$ cat src/rtl/i2c_irq_pkg.sv
package i2c_irq_pkg;

  localparam int NUM_EVT = 12;
  localparam int ADDR_W  = 8;
  localparam int DATA_W  = 32;

  // event bit positions
  localparam int EV_RX_UNDER = 0;
  localparam int EV_RX_OVER  = 1;
  localparam int EV_RX_LVL   = 2;
  localparam int EV_TX_OVER  = 3;
  localparam int EV_TX_LVL   = 4;
  localparam int EV_RD_REQ   = 5;
  localparam int EV_ABORT    = 6;
  localparam int EV_RX_DONE  = 7;
  localparam int EV_ACTIVITY = 8;
  localparam int EV_STOP     = 9;
  localparam int EV_START    = 10;
  localparam int EV_GCALL    = 11;

  localparam logic [NUM_EVT-1:0] LEVEL_MASK = 12'h014;
  localparam logic [NUM_EVT-1:0] ABRT_VALID = 12'hEBF;

  localparam logic [ADDR_W-1:0] A_RAW     = 8'h00;
  localparam logic [ADDR_W-1:0] A_MASK    = 8'h04;
  localparam logic [ADDR_W-1:0] A_STAT    = 8'h08;
  localparam logic [ADDR_W-1:0] A_CLR_ALL = 8'h0C;
  localparam logic [ADDR_W-1:0] A_ABRT    = 8'h10;
  localparam logic [ADDR_W-1:0] A_EN      = 8'h14;
  localparam logic [ADDR_W-1:0] A_EN_ST   = 8'h18;
  localparam logic [ADDR_W-1:0] A_BUS     = 8'h1C;
  localparam logic [ADDR_W-1:0] A_ID      = 8'h20;
  localparam int                A_CLR_BASE = 'h40;

  localparam logic [DATA_W-1:0] COMP_ID = 32'h44570140;

endpackage

$ cat src/rtl/i2c_irq_evt_bank.sv
module i2c_irq_evt_bank
  import i2c_irq_pkg::*;
#(
  parameter int               N   = NUM_EVT,
  parameter logic [N-1:0]     LVL = LEVEL_MASK
) (
  input  logic         clk,
  input  logic         rst_n,
  input  logic [N-1:0] src,
  input  logic [N-1:0] clr,
  output logic [N-1:0] raw
);

  for (genvar i = 0; i < N; i++) begin : g_bit
    if (LVL[i]) begin : g_lvl
      assign raw[i] = src[i];
    end else begin : g_stk
      logic q;
      logic ce;
      logic d;
      // set has priority: a pulse together with a clear keeps the bit
      assign ce = src[i] | clr[i];
      assign d  = src[i];
      always_ff @(posedge clk or negedge rst_n) begin
        if (!rst_n)  q <= 1'b0;
        else if (ce) q <= d;
      end
      assign raw[i] = q;
    end
  end

  logic unused_lvl_clr;
  assign unused_lvl_clr = ^(clr & LVL);

endmodule

$ cat src/rtl/i2c_irq_abort_rec.sv
module i2c_irq_abort_rec
  import i2c_irq_pkg::*;
#(
  parameter int           N     = NUM_EVT,
  parameter logic [N-1:0] VALID = ABRT_VALID
) (
  input  logic         clk,
  input  logic         rst_n,
  input  logic         capture,
  input  logic [N-1:0] cause,
  input  logic         clr,
  output logic [N-1:0] src
);

  logic [N-1:0] q;
  logic [N-1:0] d;
  logic         ce;

  always_comb begin
    d = clr ? '0 : q;
    if (capture) d = d | (cause & VALID);
  end

  assign ce = capture | clr;

  always_ff @(posedge clk or negedge rst_n) begin
    if (!rst_n)  q <= '0;
    else if (ce) q <= d;
  end

  assign src = q;

  logic unused_rsvd;
  assign unused_rsvd = ^(cause & ~VALID);

endmodule

$ cat src/rtl/i2c_irq_en_ctrl.sv
module i2c_irq_en_ctrl #(
  parameter int DRAIN_MAX = 16
) (
  input  logic clk,
  input  logic rst_n,
  input  logic en_req,
  input  logic byte_busy,
  output logic en_stat
);

  localparam int              CNT_W    = (DRAIN_MAX > 1) ? $clog2(DRAIN_MAX) : 1;
  localparam logic [CNT_W-1:0] CNT_LAST = CNT_W'(DRAIN_MAX - 1);

  logic             stat_q, stat_d;
  logic [CNT_W-1:0] cnt_q, cnt_d;

  always_comb begin
    stat_d = stat_q;
    cnt_d  = '0;
    if (en_req && !stat_q) begin
      stat_d = 1'b1;
    end else if (!en_req && stat_q) begin
      if (!byte_busy || (cnt_q == CNT_LAST)) stat_d = 1'b0;
      else                                    cnt_d  = cnt_q + 1'b1;
    end
  end

  always_ff @(posedge clk or negedge rst_n) begin
    if (!rst_n) begin
      stat_q <= 1'b0;
      cnt_q  <= '0;
    end else begin
      stat_q <= stat_d;
      cnt_q  <= cnt_d;
    end
  end

  assign en_stat = stat_q;

endmodule

$ cat src/rtl/i2c_irq_regif.sv
module i2c_irq_regif
  import i2c_irq_pkg::*;
(
  input  logic               clk,
  input  logic               rst_n,
  input  logic [ADDR_W-1:0]  addr,
  input  logic               rd,
  input  logic               wr,
  input  logic [DATA_W-1:0]  wdata,
  input  logic [NUM_EVT-1:0] raw,
  input  logic [NUM_EVT-1:0] abrt,
  input  logic               en_stat,
  input  logic               bus_active,
  output logic [DATA_W-1:0]  rdata,
  output logic [NUM_EVT-1:0] mask,
  output logic               en_req,
  output logic [NUM_EVT-1:0] clr_vec,
  output logic               abrt_clr
);

  logic [NUM_EVT-1:0] mask_q;
  logic               en_q;
  logic               mask_we;
  logic               en_we;
  logic               clr_all;
  logic [NUM_EVT-1:0] clr_one;

  assign mask_we = wr && (addr == A_MASK);
  assign en_we   = wr && (addr == A_EN);

  always_ff @(posedge clk or negedge rst_n) begin
    if (!rst_n)       mask_q <= '0;
    else if (mask_we) mask_q <= wdata[NUM_EVT-1:0];
  end

  always_ff @(posedge clk or negedge rst_n) begin
    if (!rst_n)     en_q <= 1'b0;
    else if (en_we) en_q <= wdata[0];
  end

  // per-event clear-on-read decode
  for (genvar i = 0; i < NUM_EVT; i++) begin : g_clr
    assign clr_one[i] = rd && (addr == ADDR_W'(A_CLR_BASE + 4 * i));
  end

  assign clr_all  = rd && (addr == A_CLR_ALL);
  assign clr_vec  = clr_one | {NUM_EVT{clr_all}};
  assign abrt_clr = clr_one[EV_ABORT];

  always_comb begin
    rdata = '0;
    case (addr)
      A_RAW:     rdata[NUM_EVT-1:0] = raw;
      A_MASK:    rdata[NUM_EVT-1:0] = mask_q;
      A_STAT:    rdata[NUM_EVT-1:0] = raw & mask_q;
      A_CLR_ALL: rdata[0]           = |(raw & ~LEVEL_MASK);
      A_ABRT:    rdata[NUM_EVT-1:0] = abrt;
      A_EN:      rdata[0]           = en_q;
      A_EN_ST:   rdata[0]           = en_stat;
      A_BUS:     rdata[0]           = bus_active;
      A_ID:      rdata              = COMP_ID;
      default: begin
        for (int i = 0; i < NUM_EVT; i++) begin
          if (addr == ADDR_W'(A_CLR_BASE + 4 * i)) rdata[0] = raw[i];
        end
      end
    endcase
  end

  assign mask   = mask_q;
  assign en_req = en_q;

  logic unused_wdata;
  assign unused_wdata = ^wdata[DATA_W-1:NUM_EVT];

endmodule

$ cat src/rtl/i2c_irq_ctrl.sv
module i2c_irq_ctrl
  import i2c_irq_pkg::*;
#(
  parameter int DRAIN_MAX = 16
) (
  input  logic               clk,
  input  logic               rst_n,
  input  logic [ADDR_W-1:0]  reg_addr,
  input  logic               reg_rd,
  input  logic               reg_wr,
  input  logic [DATA_W-1:0]  reg_wdata,
  output logic [DATA_W-1:0]  reg_rdata,
  input  logic [NUM_EVT-1:0] evt_in,
  input  logic [NUM_EVT-1:0] abrt_cause,
  input  logic               bus_active,
  input  logic               byte_busy,
  output logic               ctl_enabled,
  output logic               irq
);

  logic [NUM_EVT-1:0] raw_w;
  logic [NUM_EVT-1:0] mask_w;
  logic [NUM_EVT-1:0] abrt_w;
  logic [NUM_EVT-1:0] clr_w;
  logic               abrt_clr_w;
  logic               en_req_w;
  logic               en_stat_w;

  i2c_irq_evt_bank #(.N(NUM_EVT), .LVL(LEVEL_MASK)) u_evt (
    .clk (clk),
    .rst_n (rst_n),
    .src (evt_in),
    .clr (clr_w),
    .raw (raw_w)
  );

  i2c_irq_abort_rec #(.N(NUM_EVT), .VALID(ABRT_VALID)) u_abrt (
    .clk (clk),
    .rst_n (rst_n),
    .capture (evt_in[EV_ABORT]),
    .cause (abrt_cause),
    .clr (abrt_clr_w),
    .src (abrt_w)
  );

  i2c_irq_en_ctrl #(.DRAIN_MAX(DRAIN_MAX)) u_en (
    .clk (clk),
    .rst_n (rst_n),
    .en_req (en_req_w),
    .byte_busy (byte_busy),
    .en_stat (en_stat_w)
  );

  i2c_irq_regif u_reg (
    .clk (clk),
    .rst_n (rst_n),
    .addr (reg_addr),
    .rd (reg_rd),
    .wr (reg_wr),
    .wdata (reg_wdata),
    .raw (raw_w),
    .abrt (abrt_w),
    .en_stat (en_stat_w),
    .bus_active (bus_active),
    .rdata (reg_rdata),
    .mask (mask_w),
    .en_req (en_req_w),
    .clr_vec (clr_w),
    .abrt_clr (abrt_clr_w)
  );

  assign irq         = |(raw_w & mask_w);
  assign ctl_enabled = en_stat_w;

endmodule

$ cat config.mk
export PLATFORM = sky130hd
export DESIGN_NAME = i2c_irq_ctrl
export DESIGN_NICKNAME = d
export VERILOG_FILES = /design/src/rtl/i2c_irq_pkg.sv /design/src/rtl/i2c_irq_evt_bank.sv /design/src/rtl/i2c_irq_abort_rec.sv /design/src/rtl/i2c_irq_en_ctrl.sv /design/src/rtl/i2c_irq_regif.sv /design/src/rtl/i2c_irq_ctrl.sv
export SDC_FILE = /design/constraint.sdc
export NUM_CORES = 1
export LEC_CHECK = 0
export ABC_CLOCK_PERIOD_IN_PS = 1850
export BUFFER_PORTS_ARGS = -buffer_cell sky130_fd_sc_hd__buf_4
export CAP_MARGIN = 20
export CORE_ASPECT_RATIO = 1.75
export CORE_MARGIN = 1.5
export CORE_UTILIZATION = 31
export CTS_CLUSTER_SIZE = 28
export DETAILED_ROUTE_END_ITERATION = 6
export PLACE_DENSITY = 0.58
export SYNTH_ARGS = -nofsm -noshare
export SYNTH_HDL_FRONTEND = slang
export SYNTH_SLANG_ARGS = --single-unit
$ cat constraint.sdc
create_clock -name clk -period 1.85 [get_ports clk]
set_clock_uncertainty 0.1 [all_clocks]
set_input_delay 0.37 -clock clk [delete_from_list [all_inputs] [get_ports clk]]
set_output_delay 0.37 -clock clk [all_outputs]
set_load 0.005 [all_outputs]
==> impl_metrics.json <==
{
  "die_w_um": 69.1,
  "post-route-util_pct": 49.0,
  "num_vias": 2299,
  "syn_area_per_cell_um2": 10.1,
  "root_buffer": "clkbuf_16",
  "worst_slack_ns": -0.296,
  "power.switching_uw": 547,
  "cts_inserted_buffers": 5,
  "path_clk_slew_ns": 0.06,
  "synth_seq_area_share_pct": 40.2,
  "worst_pin_slew_ns": 0.501,
  "p_leak_nw": 1.73,
  "timing.reg2reg.setup_slack_ns": 0.62,
  "drv_slew": 0,
  "antenna_found_initial": 0,
  "cp-end-kind": "output pin",
  "async_reset_ff_share_pct": 100,
  "worst-setup-path-type": "flop to output pin",
  "core_area_mm2": 0.00746,
  "startpoint_type": "flop",
  "post-route-min-period_ns": 2.15,
  "cap_violations": 0,
  "grt_start_max_net_pins": 39,
  "violations": "negative setup slack",
  "fmax_ghz": 0.466,
  "final.setup.tns_ns": -3.05,
  "syn2layout_area_growth_pct": 54.6,
  "crit_arrival_ns": 1.68,
  "clk_latency_ns": 0.28,
  "dp_cells": 413,
  "ios": 104,
  "dp_hpwl_mm": 5.52,
  "worstPathMaxFanout": 2,
  "initial_core_util_pct": 31.7,
  "dieHeight_um": 119,
  "final_nets": 418,
  "finalHoldViolations": 0,
  "hold_class": "input pin to flop",
  "swShare_pct": 25.6,
  "detail_route.iter0.violations": 81,
  "num_antenna_cells": 0,
  "cts_tree": "built",
  "grt_usage_pct": 19.9,
  "place_ws_ns": -0.348,
  "grt_pass1_vias": 2397,
  "synth_edf_count": 0,
  "clkPwrFrac_pct": 38.8,
  "hold_path_depth": 2,
  "r2r-start": "u_en.en_stat$_DFFE_PN0P_",
  "relSlewSlack_pct": 66.6,
  "drt-pass1-iter-count": 4,
  "die_area_mm2": 0.00819,
  "worst_r2r_path_depth": 5,
  "io_buffers": 68,
  "vias_per_cell": 5.31,
  "cts.sinks": 38,
  "netlist_area_mm2": 0.00237,
  "crit_required_ns": 1.38,
  "synth_cells": 235,
  "synth.distinct_cells": 50,
  "finalWirelength_mm": 7.87,
  "ys_ff_latch": 38,
  "r2r_end": "u_en.en_stat$_DFFE_PN0P_",
  "rows": 42,
  "grt_overflow": 0,
  "yosys_warnings": 0,
  "period_share_pct": 116,
  "clockBufferDepth": 2,
  "outcome": "complete, but fails checks",
  "finalPower_mw": 2.14,
  "path_cells": "mux4_2 > nand2_2 > o31ai_2 > a21oi_1 > o22ai_1 > buf_4",
  "min_delay_worst_endpoint": "u_evt.g_bit[3].g_stk.q$_DFFE_PN0P_",
  "power_frac_seq_pct": 41.4,
  "finalSetupViolations": 20,
  "power.density_mw_per_mm2": 584,
  "gp_congestion": 0.833,
  "p_int_mw": 1.59,
  "routedWlPerCell_um": 18.2,
  "drive_above_1_share_pct": 52.2,
  "min-delay-start": "evt_in[3]",
  "ys.flop_type": "dfrtp_1",
  "slowest_delay_ns": 0.47,
  "cp_slowest_cell": "mux4_2",
  "final_antenna_net_count": 0,
  "ir_worst_vdd_uv": 546,
  "grt_pass1_wl_mm": 12.4,
  "p_comb_share_pct": 19.8,
  "cts_max_level": 2,
  "stdcell_count": 433,
  "drc": 0,
  "rsz0062_at_grt": "yes"
}
==> power by group through the flow <==
stage | clock network, mW | registers (mW) | logic, mW
CTS | 0.848 | 0.883 | 0.418
global placement | 0 | 0.895 | 0.371
finish | 0.829 | 0.884 | 0.423
floorplan | 0 | 0.899 | 0.164
detailed placement | 0 | 0.896 | 0.377
global route | 0.886 | 0.888 | 0.465
==> per-stage QoR <==
| step | cell area, um2 | hold slack [ns] |
|---|---|---|
| after floorplan | 2430 | -0.0256 |
| after global placement | 3180 | 0.276 |
| after detailed placement | 3180 | 0.279 |
| after CTS | 3590 | 0.157 |
| after global routing | 3660 | 0.170 |
| final | 3660 | 0.157 |
==> layout make-up <==
class | instances | area [um2]
repair buffers | 119 | 1010
multi-input cells | 167 | 1390
clock buffers | 6 | 129
inverters | 14 | 52.6
clock inverters | 1 | 7.51
well taps | 88 | 110
flip-flops and latches | 38 | 952
fillers | 736 | 3800
==> flip-flops by register name, indices dropped and copies added, names as in the netlist <==
signal	flops
u_en.cnt_q	4
u_reg.mask	12
u_en.en_stat	1
u_abrt.src	10
u_reg.en_req	1
u_evt.g_bit.g_stk.q	10
==> routing by layer <==
layer	part of all wire [%]	global-route usage (%)
met1	36	20.9
met2	55	36.7
met3	4.6	4.09
met4	3.9	10.0
met5	0	0
==> what timing repair did <==
| action | in CTS | in global routing |
|---|---|---|
| setup buffers | 10 | 1 |
| hold endpoints to repair | 38 | 0 |
| hold buffers | 1 | 0 |
| pin swaps | 18 | 10 |
| cloned | 3 | 1 |
| setup endpoints to repair | 20 | 31 |
| resized for setup | 53 | 14 |
==> cell usage in the layout, fill, tap and decap left out, types with 7 or more instances in the layout <==
cell type / n
inv_1: 14
buf_4: 95
a31o_2: 7
a21oi_1: 12
nand3_1: 8
dfrtp_1: 37
conb_1: 13
nor2_1: 9
buf_6: 17
mux2_4: 10
o21ai_1: 7
a22oi_2: 7
a22o_1: 13
==> cells by family (layout without fill, tap and decap cells) <==
group | after synthesis | count (layout) | share of synthesized area (%)
xor+xnor | 2 | 2 | 0.740
simple gates | 53 | 56 | 14.0
mux | 15 | 15 | 9.62
flops | 38 | 38 | 40.2
other cells | 1 | 13 | 0.158
fa+ha+maj | 3 | 3 | 1.59
compound gates | 78 | 78 | 23.0
buf+inv | 45 | 140 | 10.8
==> how the worst max path moves through the flow <==
| stage | start | endpoint | slack, ns | cells after the start |
|---|---|---|---|---|
| floorplan | reg_addr[2] | reg_rdata[0] | -0.02 | 5 |
| global placement | reg_addr[4] | reg_rdata[0] | -0.40 | 7 |
| detailed placement | reg_addr[4] | reg_rdata[0] | -0.35 | 7 |
| CTS | u_evt.g_bit[11].g_stk.q$_DFFE_PN0P_ | reg_rdata[0] | -0.31 | 6 |
| global route | u_evt.g_bit[11].g_stk.q$_DFFE_PN0P_ | reg_rdata[0] | -0.37 | 6 |
| finish | u_abrt.src[0]$_DFFE_PN0P_ | reg_rdata[0] | -0.30 | 6 |
==> Yosys cell counts (3+ instances only) <==
library cell	n	area, um2
o21ai_0	13	65.1
nor2_1	11	41.3
nand2_1	9	33.8
dfrtp_1	38	951
nand3_1	8	40.0
a31o_2	7	61.3
a21oi_1	14	70.1
buf_2	6	30.0
ha_1	3	37.5
clkbuf_1	4	15.0
buf_4	19	143
a21o_1	5	37.5
o22ai_1	4	25.0
inv_1	14	52.6
mux2_4	10	150
nor3_1	3	15.0
a22oi_1	10	75.1
a22o_1	13	114
a221oi_1	3	26.3
==> critical path, delay by kind of cell (launching register included) <==
family / cells / cell delay [ns]
muxes: 1 / 0.47
AOI/OAI and AO/OA: 3 / 0.30
DFF: 1 / 0.38
buffers and inverters: 1 / 0.14
and+or+nand+nor: 1 / 0.09
(Power assumes the default switching activity.)
